### src/rtl/mreq_pkg.sv
package mreq_pkg;
  localparam int unsigned REPLY_W = 2;
  localparam int unsigned KIND_W  = 2;
  localparam int unsigned MODE_W  = 2;
  localparam int unsigned STATE_W = 5;

  typedef enum logic [STATE_W-1:0] {
    ST_IDLE, ST_RD_REQ, ST_RD_CHK1, ST_RD_CHK2, ST_ABORT, ST_HIT, ST_SETTLE,
    ST_RD_ARB, ST_RD_GO, ST_RD_WAIT, ST_RD_BLK, ST_RD_RETRY, ST_RD_DONE,
    ST_WR_REQ, ST_WR_ARB, ST_WR_GO, ST_WR_FIRST, ST_WR_WAIT, ST_WR_RETRY,
    ST_WR_DONE, ST_ERR_LOST, ST_ERR_TMO, ST_ERR_BUS
  } ctl_state_e;

  typedef enum logic [MODE_W-1:0] {
    CM_NONE = 2'd0, CM_READ = 2'd1, CM_WR_XFER = 2'd2, CM_WR_HIT = 2'd3
  } cache_mode_e;

  typedef enum logic [KIND_W-1:0] {
    EK_NONE = 2'd0, EK_LOST = 2'd1, EK_TMO = 2'd2, EK_BUS = 2'd3
  } err_kind_e;

  typedef enum logic [REPLY_W-1:0] {
    RP_RETRY = 2'd0, RP_TMO = 2'd1, RP_ERR = 2'd2, RP_DONE = 2'd3
  } reply_e;

  typedef struct packed {
    logic        start_req;
    logic        bus_req;
    logic        md_drv;
    logic        rd_drv;
    cache_mode_e mode;
    logic        noted_n;
    logic        ending_n;
    logic        adr_from_bus;
    logic        adr_inc;
    logic        hit_en;
    logic        err;
  } ctl_out_t;
endpackage

### src/rtl/mreq_reply.sv
module mreq_reply
  import mreq_pkg::*;
#(
  parameter bit IS_READ = 1'b1
) (
  input  logic               first_i,
  input  logic               dmaster_i,
  input  logic               ack_i,
  input  logic [REPLY_W-1:0] tm_i,
  output ctl_state_e         nxt_o
);
  localparam ctl_state_e WAIT_ST  = IS_READ ? ST_RD_WAIT  : ST_WR_WAIT;
  localparam ctl_state_e RETRY_ST = IS_READ ? ST_RD_RETRY : ST_WR_RETRY;
  localparam ctl_state_e DONE_ST  = IS_READ ? ST_RD_DONE  : ST_WR_DONE;

  always_comb begin
    if (!dmaster_i) begin
      nxt_o = ST_ERR_LOST;
    end else if (!ack_i) begin
      // intermediate block ack only on reads, never on the first wait cycle
      nxt_o = (IS_READ && !first_i && tm_i[0]) ? ST_RD_BLK : WAIT_ST;
    end else begin
      unique case (reply_e'(tm_i))
        RP_RETRY: nxt_o = RETRY_ST;
        RP_TMO:   nxt_o = ST_ERR_TMO;
        RP_ERR:   nxt_o = ST_ERR_BUS;
        default:  nxt_o = DONE_ST;
      endcase
    end
  end
endmodule

### src/rtl/mreq_next.sv
module mreq_next
  import mreq_pkg::*;
(
  input  ctl_state_e         state_q,
  input  logic               req_i,
  input  logic               wr_i,
  input  logic               clk_full_i,
  input  logic               mem_permit_i,
  input  logic               cache_permit_i,
  input  logic               cache_hit_i,
  input  logic               master_ni,
  input  logic               mystart_ni,
  input  logic               dmaster_i,
  input  logic               ack_i,
  input  logic [REPLY_W-1:0] tm_i,
  output ctl_state_e         state_d
);
  localparam int unsigned NDIR = 2;  // 0 read, 1 write

  ctl_state_e reply_nxt [NDIR];
  logic       first_w   [NDIR];
  logic       granted;

  assign first_w[0] = (state_q == ST_RD_GO);
  assign first_w[1] = (state_q == ST_WR_FIRST);
  assign granted    = !master_ni && !mystart_ni;

  for (genvar g = 0; g < NDIR; g++) begin : g_dir
    mreq_reply #(.IS_READ(g == 0)) u_reply (
      .first_i   (first_w[g]),
      .dmaster_i (dmaster_i),
      .ack_i     (ack_i),
      .tm_i      (tm_i),
      .nxt_o     (reply_nxt[g])
    );
  end

  always_comb begin
    state_d = state_q;
    unique case (state_q)
      ST_IDLE:
        if (req_i && clk_full_i) state_d = wr_i ? ST_WR_REQ : ST_RD_REQ;
      ST_RD_REQ:  state_d = ST_RD_CHK1;
      ST_RD_CHK1:
        if (!mem_permit_i)        state_d = ST_ABORT;
        else if (!cache_permit_i) state_d = ST_RD_ARB;
        else                      state_d = ST_RD_CHK2;
      ST_RD_CHK2:
        if (!mem_permit_i)                       state_d = ST_ABORT;
        else if (cache_permit_i && cache_hit_i)  state_d = ST_HIT;
        else                                     state_d = ST_RD_ARB;
      ST_ABORT, ST_HIT: state_d = ST_SETTLE;
      ST_SETTLE:        state_d = ST_IDLE;
      ST_RD_ARB:  if (granted) state_d = ST_RD_GO;
      ST_RD_GO, ST_RD_WAIT, ST_RD_BLK: state_d = reply_nxt[0];
      ST_RD_RETRY: state_d = ST_RD_ARB;
      ST_RD_DONE:  state_d = ST_IDLE;
      ST_WR_REQ:   state_d = mem_permit_i ? ST_WR_ARB : ST_ABORT;
      ST_WR_ARB:   if (granted) state_d = ST_WR_GO;
      ST_WR_GO:    state_d = ST_WR_FIRST;
      ST_WR_FIRST, ST_WR_WAIT: state_d = reply_nxt[1];
      ST_WR_RETRY: state_d = ST_WR_ARB;
      ST_WR_DONE:  state_d = ST_IDLE;
      default:     state_d = state_q;  // terminal error states hold
    endcase
  end
endmodule

### src/rtl/mreq_decode.sv
module mreq_decode
  import mreq_pkg::*;
(
  input  ctl_state_e state_q,
  output ctl_out_t   out_o
);
  always_comb begin
    out_o          = '0;
    out_o.mode     = CM_NONE;
    out_o.noted_n  = 1'b1;
    out_o.ending_n = 1'b1;
    unique case (state_q)
      ST_RD_CHK1: out_o.mode = CM_READ;
      ST_RD_CHK2: begin out_o.mode = CM_READ; out_o.hit_en = 1'b1; end
      ST_ABORT, ST_HIT: begin out_o.noted_n = 1'b0; out_o.ending_n = 1'b0; end
      ST_RD_ARB: begin
        out_o.start_req = 1'b1; out_o.bus_req = 1'b1; out_o.rd_drv = 1'b1;
      end
      ST_RD_GO: begin
        out_o.rd_drv = 1'b1; out_o.noted_n = 1'b0; out_o.mode = CM_WR_XFER;
      end
      ST_RD_WAIT: begin
        out_o.rd_drv = 1'b1; out_o.mode = CM_WR_XFER; out_o.adr_from_bus = 1'b1;
      end
      ST_RD_BLK: begin
        out_o.rd_drv = 1'b1; out_o.mode = CM_WR_XFER;
        out_o.adr_from_bus = 1'b1; out_o.adr_inc = 1'b1;
      end
      ST_RD_DONE: begin out_o.rd_drv = 1'b1; out_o.ending_n = 1'b0; end
      ST_WR_REQ, ST_WR_GO: out_o.md_drv = 1'b1;
      ST_WR_ARB: begin
        out_o.start_req = 1'b1; out_o.bus_req = 1'b1; out_o.md_drv = 1'b1;
      end
      ST_WR_FIRST: begin
        out_o.md_drv = 1'b1; out_o.noted_n = 1'b0; out_o.mode = CM_WR_XFER;
      end
      ST_WR_WAIT: begin out_o.md_drv = 1'b1; out_o.mode = CM_WR_XFER; end
      ST_WR_DONE: begin out_o.md_drv = 1'b1; out_o.ending_n = 1'b0; end
      ST_ERR_LOST, ST_ERR_TMO, ST_ERR_BUS: begin
        out_o.err = 1'b1; out_o.ending_n = 1'b0;
      end
      default: ;
    endcase
  end
endmodule

### src/rtl/mreq_err_track.sv
module mreq_err_track
  import mreq_pkg::*;
(
  input  logic       clk_i,
  input  logic       rst_ni,
  input  ctl_state_e state_d,
  output err_kind_e  kind_o
);
  err_kind_e kind_q;

  always_ff @(posedge clk_i or negedge rst_ni) begin
    if (!rst_ni) begin
      kind_q <= EK_NONE;
    end else if (kind_q == EK_NONE) begin
      unique case (state_d)
        ST_ERR_LOST: kind_q <= EK_LOST;
        ST_ERR_TMO:  kind_q <= EK_TMO;
        ST_ERR_BUS:  kind_q <= EK_BUS;
        default:     kind_q <= EK_NONE;
      endcase
    end
  end

  assign kind_o = kind_q;
endmodule

### src/rtl/mreq_bus_ctrl.sv
module mreq_bus_ctrl
  import mreq_pkg::*;
(
  input  logic               clk_i,
  input  logic               rst_ni,
  input  logic               req_i,
  input  logic               wr_i,
  input  logic               clk_full_i,
  input  logic               mem_permit_i,
  input  logic               cache_permit_i,
  input  logic               cache_hit_i,
  input  logic               master_ni,
  input  logic               mystart_ni,
  input  logic               dmaster_i,
  input  logic               ack_i,
  input  logic [REPLY_W-1:0] tm_i,
  output logic               start_req_o,
  output logic               bus_req_o,
  output logic               md_to_bus_o,
  output logic               rd_to_bus_o,
  output logic [MODE_W-1:0]  cache_mode_o,
  output logic               noted_no,
  output logic               ending_no,
  output logic               addr_from_bus_o,
  output logic               addr_inc_o,
  output logic               hit_en_o,
  output logic               error_o,
  output logic [KIND_W-1:0]  err_kind_o
);
  ctl_state_e state_q, state_d;
  ctl_out_t   outs;
  err_kind_e  kind;

  mreq_next u_next (
    .state_q        (state_q),
    .req_i          (req_i),
    .wr_i           (wr_i),
    .clk_full_i     (clk_full_i),
    .mem_permit_i   (mem_permit_i),
    .cache_permit_i (cache_permit_i),
    .cache_hit_i    (cache_hit_i),
    .master_ni      (master_ni),
    .mystart_ni     (mystart_ni),
    .dmaster_i      (dmaster_i),
    .ack_i          (ack_i),
    .tm_i           (tm_i),
    .state_d        (state_d)
  );

  always_ff @(posedge clk_i or negedge rst_ni) begin
    if (!rst_ni) state_q <= ST_IDLE;
    else         state_q <= state_d;
  end

  mreq_decode u_decode (
    .state_q (state_q),
    .out_o   (outs)
  );

  mreq_err_track u_err (
    .clk_i   (clk_i),
    .rst_ni  (rst_ni),
    .state_d (state_d),
    .kind_o  (kind)
  );

  assign start_req_o     = outs.start_req;
  assign bus_req_o       = outs.bus_req;
  assign md_to_bus_o     = outs.md_drv;
  assign rd_to_bus_o     = outs.rd_drv;
  assign cache_mode_o    = outs.mode;
  assign noted_no        = outs.noted_n;
  assign ending_no       = outs.ending_n;
  assign addr_from_bus_o = outs.adr_from_bus;
  assign addr_inc_o      = outs.adr_inc;
  assign hit_en_o        = outs.hit_en;
  assign error_o         = outs.err;
  assign err_kind_o      = kind;
endmodule

### config.mk
export PLATFORM = sky130hd
export DESIGN_NAME = mreq_bus_ctrl
export DESIGN_NICKNAME = d
export VERILOG_FILES = /design/src/rtl/mreq_pkg.sv /design/src/rtl/mreq_reply.sv /design/src/rtl/mreq_next.sv /design/src/rtl/mreq_decode.sv /design/src/rtl/mreq_err_track.sv /design/src/rtl/mreq_bus_ctrl.sv
export SDC_FILE = /design/constraint.sdc
export NUM_CORES = 1
export LEC_CHECK = 0
export ABC_AREA = 1
export BUFFER_PORTS_ARGS = -buffer_cell sky130_fd_sc_hd__buf_2
export CORE_ASPECT_RATIO = 1.75
export CORE_MARGIN = 2
export CORE_UTILIZATION = 40
export DETAILED_ROUTE_END_ITERATION = 10
export PLACE_DENSITY = 0.68
export SLEW_MARGIN = 5
export SYNTH_ARGS = -nofsm -noshare
export SYNTH_HDL_FRONTEND = slang
export SYNTH_SLANG_ARGS = --single-unit
### constraint.sdc
create_clock -name clk_i -period 3.6 [get_ports clk_i]
set_clock_uncertainty 0.1 [all_clocks]
set_input_delay 0.36 -clock clk_i [delete_from_list [all_inputs] [get_ports clk_i]]
set_output_delay 0.36 -clock clk_i [all_outputs]
set_load 0.1 [all_outputs]
* Word-level counts from Yosys, hierarchy flattened
Index checks and enable logic that the tools add are counted.
Cells by class: add/subtract/negate cells 0, multiply operators 0, divide/modulo/power cells 0, $lt $le $gt $ge 0, eq/ne operators 27, shift operators 0, mux-type cells 28, bitwise gates (word level) 0, reduce and logical (&&, ||, !) cells 23
Operators by type and width (count):
- 5-bit case mux with 14 select lines | 1
- 5-bit equality test, second input constant | 10
- 5-bit by 4-bit equality test with 1-bit output, second input constant | 8
- 5-bit two-way mux | 7
- 5-bit by 3-bit equality test with 1-bit output, second input constant | 4
- 5-bit case mux with 3 select lines | 1
- 5-bit by 2-bit equality test with 1-bit output, second input constant | 2
- 2-bit OR reduction | 5
- 5-bit OR reduction | 2
- 3-bit two-way mux | 3
- 3-bit case mux with 3 select lines | 1
- 3-bit OR reduction | 3
- 1-bit two-way mux | 8
- 4-bit two-way mux | 2
- 7-bit OR reduction | 1
- 2-bit two-way mux | 3
- 2-bit case mux with 3 select lines | 1
- 6-bit OR reduction | 1
- 5-bit by 1-bit equality test with 1-bit output, second input constant | 1
- 5-bit zero test | 1
- 1-bit logical AND | 4
- 2-bit zero test | 2
- 2-bit case mux with 2 select lines | 1
- 4-bit OR reduction | 1
- other kinds (3) | 5
Word-level totals: flip-flop bits (word level) 7, bits in latches 0, memory bits (writable) 0, bits in read-only memories 0, bits of input ports 14, output and inout bits 14, word-level logic and storage cells 80, memories 0

* Longest topological paths before layout
word-level depth 9, depth in mapped cells 15, depth with buffers taken out 14

* Modules after synthesis
Synthesis repeated with hierarchy kept, for this count alone.
Unflattened totals: cell total of the unflattened synthesis 215, area, all modules 1243.7 µm²
Modules (own cells, without submodules):
- mreq_next | instances 1, cells an instance 115, area an instance 574.3 µm², sequential area each 0.0 µm²
- mreq_decode | instances 1, cells an instance 50, area an instance 242.7 µm², sequential area each 0.0 µm²
- mreq_reply at u_next.g_dir[0].u_reply | instances 1, cells an instance 21, area an instance 133.9 µm², sequential area each 0.0 µm²
- mreq_bus_ctrl | instances 1, cells an instance 5, area an instance 125.1 µm², sequential area each 125.1 µm²
- mreq_err_track | instances 1, cells an instance 11, area an instance 92.6 µm², sequential area each 50.0 µm²
- mreq_reply at u_next.g_dir[1].u_reply | instances 1, cells an instance 13, area an instance 75.1 µm², sequential area each 0.0 µm²

* Least setup slack after synthesis
OpenSTA, ideal clock, no wires.
kind register to output, start point register state_q[3], end point output ending_no, arrival 4287 ps, data required time 3140 ps, setup slack -1147 ps, cell stages (with the launch flop) 7, path buffers 1, cell sequence dfrtp_1 -> buf_4 -> nor2_4 -> nor2_4 -> inv_1 -> nor3_1 -> nor3b_1
On the way: word-level cells in the longest chain between the ends 3, elaborated cells on any way between the ends 9, those cells by class eq/ne: 7; mux: 1; reduce/logical: 1
RTL lines:
- start: declaration | RTL line mreq_bus_ctrl.sv:30 | ctl_state_e state_q, state_d;
- start signal: assignment | RTL line mreq_bus_ctrl.sv:52 | else state_q <= state_d;
- 5-bit by 4-bit equality test with 1-bit output (tied with other cells) | RTL line mreq_decode.sv:12 | unique case (state_q)
- 7-bit OR reduction (no source line) (*)
- 1-bit two-way mux (*) | RTL line mreq_decode.sv:12
- end: declaration | RTL line mreq_bus_ctrl.sv:23 | output logic ending_no,
Mark *: on every way between the ends. The rest lies on a longest branch, timed or not.

* Worst setup path after layout
Ends and elaborated chain as after synthesis.

==> results_dict.tcl <==
set metrics [dict create \
    grt_usage 0.212 \
    grt_pass1_wl_mm 4.15 \
    cts.reportedPaths.clkPinSlew_ns 0.04 \
    antenna_left 0 \
    cp_slowest_stage_delay_ns 0.57 \
    cpMostUsedCell "nor2_4" \
    yosys.area.top_type "dfrtp_1" \
    crit_arrival_ns 1.95 \
    met3_usage 0.0227 \
    final_nets 206 \
    die_area_sq_um 2770 \
    status "complete, no violations" \
    place.gp.congestion 0.864 \
    syn_to_final_growth_pct 22.8 \
    met1_usage 0.212 \
    yosysUniqueCellTypes 23 \
    tightest_slew_ns 0.555 \
    fill_cells 241 \
    clk_latency_ns 0.22 \
    maxCapViolations 0 \
    drive_gt1_frac 0.306 \
    cts.sinks 7 \
    total_power_w 0.000213 \
    portBuffers 27 \
    min_to "u_err.kind_o[1]" \
    grt.busiest_layer "met2" \
    worstHoldStart "u_err.kind_o[1]" \
    worstPathRequired_ns 3.14 \
    syn_avg_cell_area_sq_um 6.00 \
    n_antenna_cell 0 \
    tritoncts "built" \
    wire_per_inst_um 12.6 \
    hp-class "flop to flop" \
    start_util 0.414 \
    drtPass1Iterations 4 \
    fmax_mhz 415 \
    core_area_sq_um 2270 \
    crit_slowest_cell "dfrtp_1" \
    grt_util_met2 0.421 \
    num_rows 23 \
    die_x_um 40.7 \
    die_height_um 68.2 \
    place_hpwl_mm 2.16 \
    synth_seq_cells 7 \
    clockBufferDepth 2 \
    p_leak_nw 0.641 \
    synth_cells 157 \
    ios 28 \
    netlist_top_cells_area "dfrtp_1 19%, nand2_1 16%, nand3_1 11%" \
    crit_chain "nor2_4 -> nor2_4 -> inv_1 -> nor3_4 -> nor3b_2 -> buf_2" \
    peakVddDrop_v 0.000164 \
    setup_viol 0 \
    drc 0 \
    rsz0062_at_grt "no" \
    cts_root_buf "clkbuf_8" \
    cp-start-kind "flop" \
    seqCellArea_sq_um 175 \
    grt_pass1_vias 1032 \
    p_per_area_nw_per_um2 184 \
    grt_overflow 0 \
    min_path_cells 2 \
    reg2reg_slack_ns 1.52 \
    via_per_inst 5.27 \
    syn-cell-area_sq_um 942 \
    grt_max_degree 13 \
    cts_setup_buffers 0 \
    numCtsBuffers 3 \
    synth_seq_area_share 0.186 \
    ys_warn_count 0 \
    worstPathMaxFanout 12 \
    synth_top_area_frac 0.186 \
    setup_tns_ns 0 \
    hold_violations 0 \
    period_needed_ns 2.41 \
    htree_levels 1 \
    wl_mm 2.66 \
    slew_headroom 0.630 \
    end_kind "primary output" \
    dr.first_iter.drc_count 27 \
    crit-reg2reg-launch "state_q[3]" \
    vias 1112 \
    r2r_end "u_err.kind_o[1]" \
    fin_util 0.509 \
    drv_slew 0 \
    antenna_found_initial 0 \
    multi_input_area_sq_um 686 \
    path_class "flop to primary output" \
    reg2reg_depth 12 \
    syn-num-nets 176 \
    fin_crit_sh 0.670 \
]
layer usage:
layer,vias up,share of wire
li1,558,-
met1,527,0.39
met2,25,0.57
met3,2,0.030
met4,0,0.0053
met5,-,0
sequential cells by signal (all words and copies together) (netlist names):
signal and cells:
u_err.kind_o 2, state_q 5
Yosys cell counts (all sizes together):
library cell / count
nand2: 44
nor2: 31
nand3: 24
inv: 20
o21ai: 9
dfrtp: 7
ha: 5
a21oi: 3
buf: 3
nor3: 3
nand4: 2
or2: 2
nor3b: 1
o211a: 1
o211ai: 1
o31ai: 1
metrics by stage:
stage | worst slack, ns | cell area [sq um] | cells | hold slack (ns)
final | 1.19 | 1160 | 211 | 0.384
after global routing | 1.10 | 1160 | 211 | 0.422
after CTS | 1.21 | 1160 | 211 | 0.389
after detailed placement | 1.45 | 1100 | 206 | 0.0985
after global placement | 1.50 | 1100 | 206 | 0.0964
after floorplan | 0.203 | 958 | 157 | -0.0356
power breakdown:
| part | internal [W] | switching, W |
|---|---|---|
| registers | 0.0000791 | 0 |
| logic | 0.0000108 | 0.0000146 |
| clock network | 0.0000765 | 0.0000325 |
placed cells by master (no fill, tap or decap):
cell and n:
nor2_2 8, nand2_2 4, o31ai_1 1, clkbuf_1 1, nand3_2 3, nand2_1 40
nor3_2 1, nor3_4 1, clkbuf_8 3, dlygate4sd3_1 1, o21ai_0 8, o211a_1 1
nand3_1 21, nor3_1 1, o211ai_1 1, nand4_1 2, ha_1 5, nor3b_2 1
inv_1 16, buf_2 27, dfrtp_1 7, nor2_4 3, or2_2 2, a21oi_1 3
inv_2 4, o21ai_1 1, nor2_1 20
critical path: cells and delay by family (launching register included):
family	cells	cell delay, ns
simple gates	4	0.55
flops	1	0.57
buf+inv	2	0.60
worst max path at each step:
stage	start	depth (start not counted)	end	slack (ns)
2_1_floorplan	state_q[3]	4	cache_mode_o[1]	0.20
3_3_place_gp	state_q[3]	6	ending_no	1.50
3_5_place_dp	state_q[3]	6	ending_no	1.45
4_1_cts	state_q[3]	6	ending_no	1.21
5_1_grt	state_q[3]	6	ending_no	1.10
6_report	state_q[3]	6	ending_no	1.19
cell type report:
class                   instances  area share
clock buffers                   4      0.0389
well taps                      25      0.0270
flip-flops and latches          7       0.151
multi-input cells             127       0.592
inverters                      20      0.0649
repair buffers                 28       0.125
kinds of logic (layout without fill, tap and decap cells):
logic type | after synthesis | after routing | share of synthesized area
AOI/OAI and AO/OA | 15 | 15 | 0.0903
adders and majority gates | 5 | 5 | 0.0664
and+or+nand+nor | 107 | 107 | 0.554
buffers and inverters | 23 | 52 | 0.104
DFF | 7 | 7 | 0.186
timing repair:
action,in CTS,in global routing
endpoints found under the hold margin,7,0
hold buffers,1,0
resized for setup,0,0
No activity file was read; power rests on OpenSTA's default activity.
